$ cat config.mk
export PLATFORM = sky130hd
export DESIGN_NAME = db_mailbox
export DESIGN_NICKNAME = d
export VERILOG_FILES = /design/src/rtl/db_pkg.sv /design/src/rtl/db_port_decode.sv /design/src/rtl/db_channel.sv /design/src/rtl/db_mailbox.sv
export SDC_FILE = /design/constraint.sdc
export NUM_CORES = 1
export LEC_CHECK = 0
export BUFFER_PORTS_ARGS = -buffer_cell sky130_fd_sc_hd__buf_2
export CAP_MARGIN = 5
export CORE_MARGIN = 2
export CORE_UTILIZATION = 50
export CTS_CLUSTER_DIAMETER = 120
export CTS_CLUSTER_SIZE = 14
export DETAILED_ROUTE_END_ITERATION = 10
export GPL_ROUTABILITY_DRIVEN = 0
export PLACE_DENSITY = 0.63
export SETUP_SLACK_MARGIN = 0.4
export SLEW_MARGIN = 20
export SYNTH_ARGS = -nofsm -noshare
export SYNTH_HDL_FRONTEND = slang
export SYNTH_HIERARCHICAL = 1
export SYNTH_SLANG_ARGS = --single-unit
$ cat constraint.sdc
create_clock -name clk -period 2.35 [get_ports clk]
set_clock_uncertainty 0.2 [all_clocks]
set_input_delay 0.235 -clock clk [delete_from_list [all_inputs] [get_ports clk]]
set_output_delay 0.235 -clock clk [all_outputs]
set_load 0.03 [all_outputs]
$ cat src/rtl/db_pkg.sv
package db_pkg;

    localparam int FLAG_W = 32;

    typedef logic [FLAG_W-1:0] flag_t;

    // Per-channel register state
    typedef struct packed {
        flag_t pend;   // pending events
        flag_t mask;   // receiver mask (1 hides)
        flag_t ack;    // sticky acknowledge status
        flag_t acken;  // acknowledge interrupt enable
    } chan_state_t;

    // Register index, low two address bits
    typedef enum logic [1:0] {
        TX_SET        = 2'd0,
        TX_ACK_STATUS = 2'd1,
        TX_ACK_ENABLE = 2'd2,
        TX_INFO       = 2'd3
    } tx_reg_e;

    typedef enum logic [1:0] {
        RX_PENDING = 2'd0,
        RX_CLEAR   = 2'd1,
        RX_MASK    = 2'd2,
        RX_INFO    = 2'd3
    } rx_reg_e;

endpackage

$ cat src/rtl/db_port_decode.sv
module db_port_decode #(
    parameter int NUM_CH = 4,
    parameter int CH_W   = 3
) (
    input  logic              clk,
    input  logic              rst_n,
    input  logic              valid,
    input  logic              write,
    input  logic [CH_W+1:0]   addr,
    output logic [CH_W-1:0]   ch,
    output logic [1:0]        rg,
    output logic              in_range,
    output logic [NUM_CH-1:0] we_r0,
    output logic [NUM_CH-1:0] we_r1,
    output logic [NUM_CH-1:0] we_r2
);

    always_comb begin
        ch       = addr[CH_W+1:2];
        rg       = addr[1:0];
        in_range = (ch < CH_W'(NUM_CH));
        we_r0    = '0;
        we_r1    = '0;
        we_r2    = '0;
        for (int i = 0; i < NUM_CH; i++) begin
            if (valid && write && in_range && ch == CH_W'(i)) begin
                we_r0[i] = (rg == 2'd0);
                we_r1[i] = (rg == 2'd1);
                we_r2[i] = (rg == 2'd2);
            end
        end
    end

    // a channel field past the last channel strobes nothing
    assert_no_stray_write_R11: assert property (@(posedge clk) disable iff (!rst_n)
        (valid && write && (addr[CH_W+1:2] >= CH_W'(NUM_CH))) |-> ((we_r0 | we_r1 | we_r2) == '0));

    // at most one channel is written per access
    assert_single_channel_R12: assert property (@(posedge clk) disable iff (!rst_n)
        $onehot0(we_r0 | we_r1 | we_r2));

    // the count register is never written
    assert_info_read_only_R10: assert property (@(posedge clk) disable iff (!rst_n)
        (addr[1:0] == 2'd3) |-> ((we_r0 | we_r1 | we_r2) == '0));

endmodule

$ cat src/rtl/db_channel.sv
module db_channel
    import db_pkg::*;
(
    input  logic  clk,
    input  logic  rst_n,
    input  flag_t tx_wdata,
    input  flag_t rx_wdata,
    input  logic  set_we,
    input  logic  ackclr_we,
    input  logic  acken_we,
    input  logic  clr_we,
    input  logic  mask_we,
    output flag_t pend,
    output flag_t mask,
    output flag_t ack,
    output flag_t acken,
    output logic  rx_irq,
    output logic  ack_irq
);

    chan_state_t state_d, state_q;
    flag_t       set_bits, clr_bits, ack_pulse, ackclr_bits;

    always_comb begin
        set_bits    = set_we    ? tx_wdata : '0;
        clr_bits    = clr_we    ? rx_wdata : '0;
        ackclr_bits = ackclr_we ? tx_wdata : '0;
        // a flag consumed by the receiver while it was pending
        ack_pulse   = state_q.pend & clr_bits;

        state_d       = state_q;
        // set wins over a clear in the same cycle
        state_d.pend  = (state_q.pend & ~clr_bits) | set_bits;
        // a fresh acknowledge wins over a status clear
        state_d.ack   = (state_q.ack & ~ackclr_bits) | ack_pulse;
        if (mask_we)  state_d.mask  = rx_wdata;
        if (acken_we) state_d.acken = tx_wdata;
    end

    always_ff @(posedge clk or negedge rst_n) begin
        if (!rst_n) state_q <= '0;
        else        state_q <= state_d;
    end

    assign pend    = state_q.pend;
    assign mask    = state_q.mask;
    assign ack     = state_q.ack;
    assign acken   = state_q.acken;
    assign rx_irq  = |(state_q.pend & ~state_q.mask);
    assign ack_irq = |(state_q.ack & state_q.acken);

    assert_set_lands_R2: assert property (@(posedge clk) disable iff (!rst_n)
        set_we |=> ((state_q.pend & $past(tx_wdata)) == $past(tx_wdata)));

    assert_pend_holds_R2: assert property (@(posedge clk) disable iff (!rst_n)
        (!set_we && !clr_we) |=> $stable(state_q.pend));

    assert_clear_lands_R4: assert property (@(posedge clk) disable iff (!rst_n)
        (clr_we && !set_we) |=> ((state_q.pend & $past(rx_wdata)) == '0));

    assert_idle_no_irq_R5: assert property (@(posedge clk) disable iff (!rst_n)
        (state_q.pend == '0) |-> !rx_irq);

    assert_ack_on_clear_R6: assert property (@(posedge clk) disable iff (!rst_n)
        clr_we |=> ((state_q.ack & $past(state_q.pend & rx_wdata)) == $past(state_q.pend & rx_wdata)));

    assert_ack_sticky_R7: assert property (@(posedge clk) disable iff (!rst_n)
        !ackclr_we |=> ((state_q.ack & $past(state_q.ack)) == $past(state_q.ack)));

endmodule

$ cat src/rtl/db_mailbox.sv
module db_mailbox
    import db_pkg::*;
#(
    parameter  int NUM_CH = 4,
    localparam int CH_W   = $clog2(NUM_CH + 1),
    localparam int ADDR_W = CH_W + 2
) (
    input  logic              clk,
    input  logic              rst_n,
    input  logic              tx_valid,
    input  logic              tx_write,
    input  logic [ADDR_W-1:0] tx_addr,
    input  logic [31:0]       tx_wdata,
    output logic [31:0]       tx_rdata,
    input  logic              rx_valid,
    input  logic              rx_write,
    input  logic [ADDR_W-1:0] rx_addr,
    input  logic [31:0]       rx_wdata,
    output logic [31:0]       rx_rdata,
    output logic [NUM_CH-1:0] rx_irq,
    output logic              rx_irq_any,
    output logic [NUM_CH-1:0] ack_irq,
    output logic              ack_irq_any
);

    logic [CH_W-1:0]   tx_ch, rx_ch;
    logic [1:0]        tx_rg, rx_rg;
    logic              tx_in, rx_in;
    logic [NUM_CH-1:0] tx_we0, tx_we1, tx_we2;
    logic [NUM_CH-1:0] rx_we0, rx_we1, rx_we2;

    flag_t pend_w  [NUM_CH];
    flag_t mask_w  [NUM_CH];
    flag_t ack_w   [NUM_CH];
    flag_t acken_w [NUM_CH];

    db_port_decode #(.NUM_CH(NUM_CH), .CH_W(CH_W)) i_tx_dec (
        .clk(clk), .rst_n(rst_n), .valid(tx_valid), .write(tx_write), .addr(tx_addr),
        .ch(tx_ch), .rg(tx_rg), .in_range(tx_in),
        .we_r0(tx_we0), .we_r1(tx_we1), .we_r2(tx_we2)
    );

    db_port_decode #(.NUM_CH(NUM_CH), .CH_W(CH_W)) i_rx_dec (
        .clk(clk), .rst_n(rst_n), .valid(rx_valid), .write(rx_write), .addr(rx_addr),
        .ch(rx_ch), .rg(rx_rg), .in_range(rx_in),
        .we_r0(rx_we0), .we_r1(rx_we1), .we_r2(rx_we2)
    );

    for (genvar c = 0; c < NUM_CH; c++) begin : g_chan
        db_channel i_chan (
            .clk       (clk),
            .rst_n     (rst_n),
            .tx_wdata  (tx_wdata),
            .rx_wdata  (rx_wdata),
            .set_we    (tx_we0[c]),
            .ackclr_we (tx_we1[c]),
            .acken_we  (tx_we2[c]),
            .clr_we    (rx_we1[c]),
            .mask_we   (rx_we2[c]),
            .pend      (pend_w[c]),
            .mask      (mask_w[c]),
            .ack       (ack_w[c]),
            .acken     (acken_w[c]),
            .rx_irq    (rx_irq[c]),
            .ack_irq   (ack_irq[c])
        );
    end

    // receiver register 0 writes are not defined; the strobe stays unused
    logic unused_rx_we0;
    assign unused_rx_we0 = |rx_we0;

    always_comb begin
        tx_rdata = '0;
        if (tx_rg == TX_INFO) begin
            tx_rdata = FLAG_W'(NUM_CH);
        end else begin
            for (int i = 0; i < NUM_CH; i++) begin
                if (tx_in && tx_ch == CH_W'(i)) begin
                    case (tx_rg)
                        TX_SET:        tx_rdata = pend_w[i];
                        TX_ACK_STATUS: tx_rdata = ack_w[i];
                        TX_ACK_ENABLE: tx_rdata = acken_w[i];
                        default:       tx_rdata = '0;
                    endcase
                end
            end
        end
    end

    always_comb begin
        rx_rdata = '0;
        if (rx_rg == RX_INFO) begin
            rx_rdata = FLAG_W'(NUM_CH);
        end else begin
            for (int i = 0; i < NUM_CH; i++) begin
                if (rx_in && rx_ch == CH_W'(i)) begin
                    case (rx_rg)
                        RX_PENDING: rx_rdata = pend_w[i];
                        RX_MASK:    rx_rdata = mask_w[i];
                        default:    rx_rdata = '0;
                    endcase
                end
            end
        end
    end

    assign rx_irq_any  = |rx_irq;
    assign ack_irq_any = |ack_irq;

    // combined line never high without a channel line
    assert_combined_rx_R5: assert property (@(posedge clk) disable iff (!rst_n)
        rx_irq_any |-> ($countones(rx_irq) > 0));

    // combined acknowledge line follows the channel lines
    assert_combined_ack_R7: assert property (@(posedge clk) disable iff (!rst_n)
        (ack_irq == '0) |-> !ack_irq_any);

endmodule

Yosys cells after proc, flatten, opt, wreduce, memory -nomap -nowiden
Index checks and enable logic that the tools add are counted.
Widths: inputs -> output; s select.
Cells by class
  order comparisons: 2
  equal/unequal tests: 12
  muxes and demuxes: 50
  bitwise gates (word level): 40
  reduce and logical (&&, ||, !) cells: 34
Operator list (number)
  $mux 32: 22
  $and 32x32->32: 20
  $not 32->32: 12
  $pmux 32 s3: 4
  $or 32x32->32: 8
  $pmux 32 s2: 4
  $reduce_or 128->1: 2
  $reduce_or 32->1: 8
  $logic_and 1x1->1: 20
  $mux 1: 20
  $eq 3x2->1 const B: 4
  $eq 2x2->1 const B: 4
  $eq 3x1->1 const B: 2
  $logic_not 3->1: 2
  $lt 3x3->1 const B: 2
  $eq 2x1->1 const B: 2
  $logic_not 2->1: 2
Storage, ports and cells
  flip-flop bits (word level): 512
  input port bits: 80
  output and inout bits: 74
  logic and storage cells: 154

Logic depth before layout (Yosys ltp)
  depth after elaboration: 8
  mapped depth: 8
  mapped depth without buffers: 5

Modules after synthesis
The synthesis kept the hierarchy.
Modules (own cells, without submodules)
  db_channel: instances 4, cells an instance 443, area an instance 5210.0 um^2, sequential area each 3203.1 um^2
  db_mailbox: instances 1, cells an instance 845, area an instance 6180.9 um^2, sequential area each 0.0 um^2
  db_port_decode: instances 2, cells an instance 27, area an instance 193.9 um^2, sequential area each 0.0 um^2

Worst setup path after synthesis
No wires, ideal clock.
  path kind: register -> output
  from: register g_chan[1].i_chan.state_q (netlist bit g_chan[1].i_chan/acken[3])
  to: output ack_irq_any
  arrival: 2075 ps
  required time: 1915 ps
  setup slack: -160 ps
  cell stages (with the launch flop): 5
  path buffers: 0
  cell sequence: dfrtp_1 a22oi_1 nand4_1 or4_1 or4_1
On the way
  word-level cells in the longest chain between the ends: 2
RTL lines
  from (decl): line db_channel.sv:21  | chan_state_t state_d, state_q;
  from (signal assigned): line db_channel.sv:42  | else state_q <= state_d;
  $and 32x32->32: line db_channel.sv:50  | assign ack_irq = |(state_q.ack & state_q.acken);
  $reduce_or 128->1: line db_mailbox.sv:109  | assign ack_irq_any = |ack_irq;
  to (decl): line db_mailbox.sv:23  | output logic ack_irq_any
Every way passes these cells.

Worst setup path in the final report
  from: register g_chan[0].i_chan.state_q (netlist bit g_chan[0].i_chan/ack[18])
  to: output ack_irq_any
On the way
  word-level cells in the longest chain between the ends: 2
RTL lines (line)
  from (decl): db_channel.sv:21
  from (signal assigned): db_channel.sv:42
  $and 32x32->32: db_channel.sv:50
  $reduce_or 128->1: db_mailbox.sv:109
Every way passes these cells.

==> impl_metrics.toml <==
[sta]
fin_crit_sh_pct = 143
setup_viol = 35
final.setup.worst_slack_ns = -1.01
finalHoldViolations = 0
rsz0062_at_grt = "true"
slew_violations = 0
clock.fmax_ghz = 0.298
max_slew_margin_pct = 60.1
min_period_ns = 3.36
fin_tns_setup_ns = -8.22
max_slew.worst_pin.slew_ns = 0.595

[worst_setup_path]
worst-path-stages = 5
startpoint = "g_chan[0].i_chan/ack[18]"
crit_required_ns = 1.91
cp_common_cell = "or4_4"
reg2reg_to = "g_chan[2].i_chan/ack[21]"
cp-start-kind = "register"
r2r-start = "g_chan[2].i_chan/ack[21]"
worstPathMaxFanout = 2
criticalPathCategory = "register to output port"
max_stage_delay_ns = 0.61
cp-end-kind = "output port"
reg2reg_slack_ns = 0.80
cp_num_buf_inv = 1
cp_top_family = "simple AND/OR/NAND/NOR gates"
crit_arrival_ns = 2.92
path_cells = "a22oi_2, nand4_1, or4_4, or4_4, buf_6"
reg2reg_depth = 4
worst_path_max_delay_cell = "or4_4"

[yosys]
avgSynthCellArea_um2 = 10.3
syn_nets = 2746
synth_cells = 2666
netlist_area_um2 = 27400
yosysWarningCount = 6

[floorplan]
initial_core_util_pct = 50.7
die_x_um = 238
ioPinCount = 154
core-area_um2 = 53900
rows = 85
die_h_um = 238
die-area_um2 = 56600

[layout]
area_delta_synth_final_pct = 45.5
nets = 3527
stdcell_area_um2 = 39800
layout_common_cells = "dfrtp_1, buf_4, nand2_1"
seq_area_um2 = 12800
fillers = 3593
fin_cells = 4151
layout_commonest_cell = "dfrtp_1"
multiInputGateArea_um2 = 15700
layout-drive-gt1-share_pct = 47.4

[clock_network]
path_clk_slew_ns = 0.07
htreeDepth = 2
clock_latency_ns = 0.61
cts_buffers = 42
root_buffer = "clkbuf_16"
cts_tree = "done"
cts_sinks = 512
clk_path_buf_depth = 3

[route]
totalWireLength_um = 121000
postRouteAntennaNets = 0
drt_iter0_drc = 3399
drc = 0
routed_via_density = 6.49
dr.pass1.iters = 6
wire_per_inst_um = 29.2
via_count = 26900

[power]
power_density_nw_per_um2 = 596
p_leak_nw = 17.8
max-vdd-ir-drop_uv = 509

[flow_run]
cap_violations = 0

[placement]
hpwl_um = 75900
port_buffers = 153
dpl.cell_count = 3957
place_area_um2 = 34500
dp_slack_ns = -0.500

[global_routing]
grt_pass1_vias = 27000
grt_max_degree = 64
grt.overflow.total = 0
antenna_found_initial = 5
grt_pass1_wl_um = 172000
grt_use_total_pct = 41.0

[worst_hold_path]
hold_path.class = "input pin to register"
hold_path_depth = 7
min_from = "tx_valid"
hold-path-endpoint = "g_chan[2].i_chan/ack[4]"

[run_status]
violations = "negative setup slack"
outcome = "finished with violations"
-- repair_timing --
item	4_1_cts	5_1_grt
endpoints found under the setup margin	74	82
cloned	5	7
setup buffers	24	32
pin swaps	177	89
gates resized for setup	519	165
hold buffers	74	0
hold endpoints to repair	969	0
-- metrics by stage --
step,util (%),hold slack (ns),total power [mW]
finish,73.8,0.175,23.7
global placement,64.1,-0.00202,15.7
CTS,71.8,0.238,23.2
global route,73.8,0.196,24.4
detailed placement,64.1,0.0000696,15.8
floorplan,-,-0.261,12.8
-- where the power goes --
group | leakage, nW | internal [mW] | switching (mW)
combinational | 10.3 | 3.29 | 3.36
sequential | 6.89 | 9.70 | 0.720
clock | 0.548 | 3.26 | 3.39
-- layout make-up --
class / count / area share, %
Tap cell: 696 / 2.19
Antenna cell: 6 / 0.0377
Clock buffer: 43 / 2.70
Sequential cell: 512 / 32.2
Multi-Input combinational cell: 1812 / 39.5
Timing Repair Buffer: 912 / 21.7
Inverter: 167 / 1.59
Clock inverter: 3 / 0.104
-- worst register-to-register path, delay by kind of cell (launching register included) --
family | cells | cell delay, ns
flops | 1 | 0.41
simple gates | 1 | 0.05
compound gates | 1 | 0.06
buf+inv | 2 | 0.71
-- routing by layer --
layer  vias up  global-route usage (%)  share of wire, %
met5         -                       0             0.011
met4         2                    21.9               6.8
met3       464                    9.06                12
met2      1827                    63.2                44
met1     13400                    54.4                37
li1      11200                       -                 -
-- sequential cells by signal, summed over array words and instances (netlist names) --
name and cells:
g_chan.i_chan/ack 128, g_chan.i_chan/acken 128, g_chan.i_chan/mask 128, g_chan.i_chan/pend 128
-- worst max-delay path by stage --
| stage | slack (ns) | endpoint |
|---|---|---|
| after floorplan | 0.04 | ack_irq_any |
| after global placement | -0.48 | ack_irq_any |
| after detailed placement | -0.50 | ack_irq_any |
| after CTS | -0.93 | ack_irq_any |
| after global routing | -0.97 | ack_irq_any |
| final | -1.01 | ack_irq_any |
(Power assumes the default switching activity.)
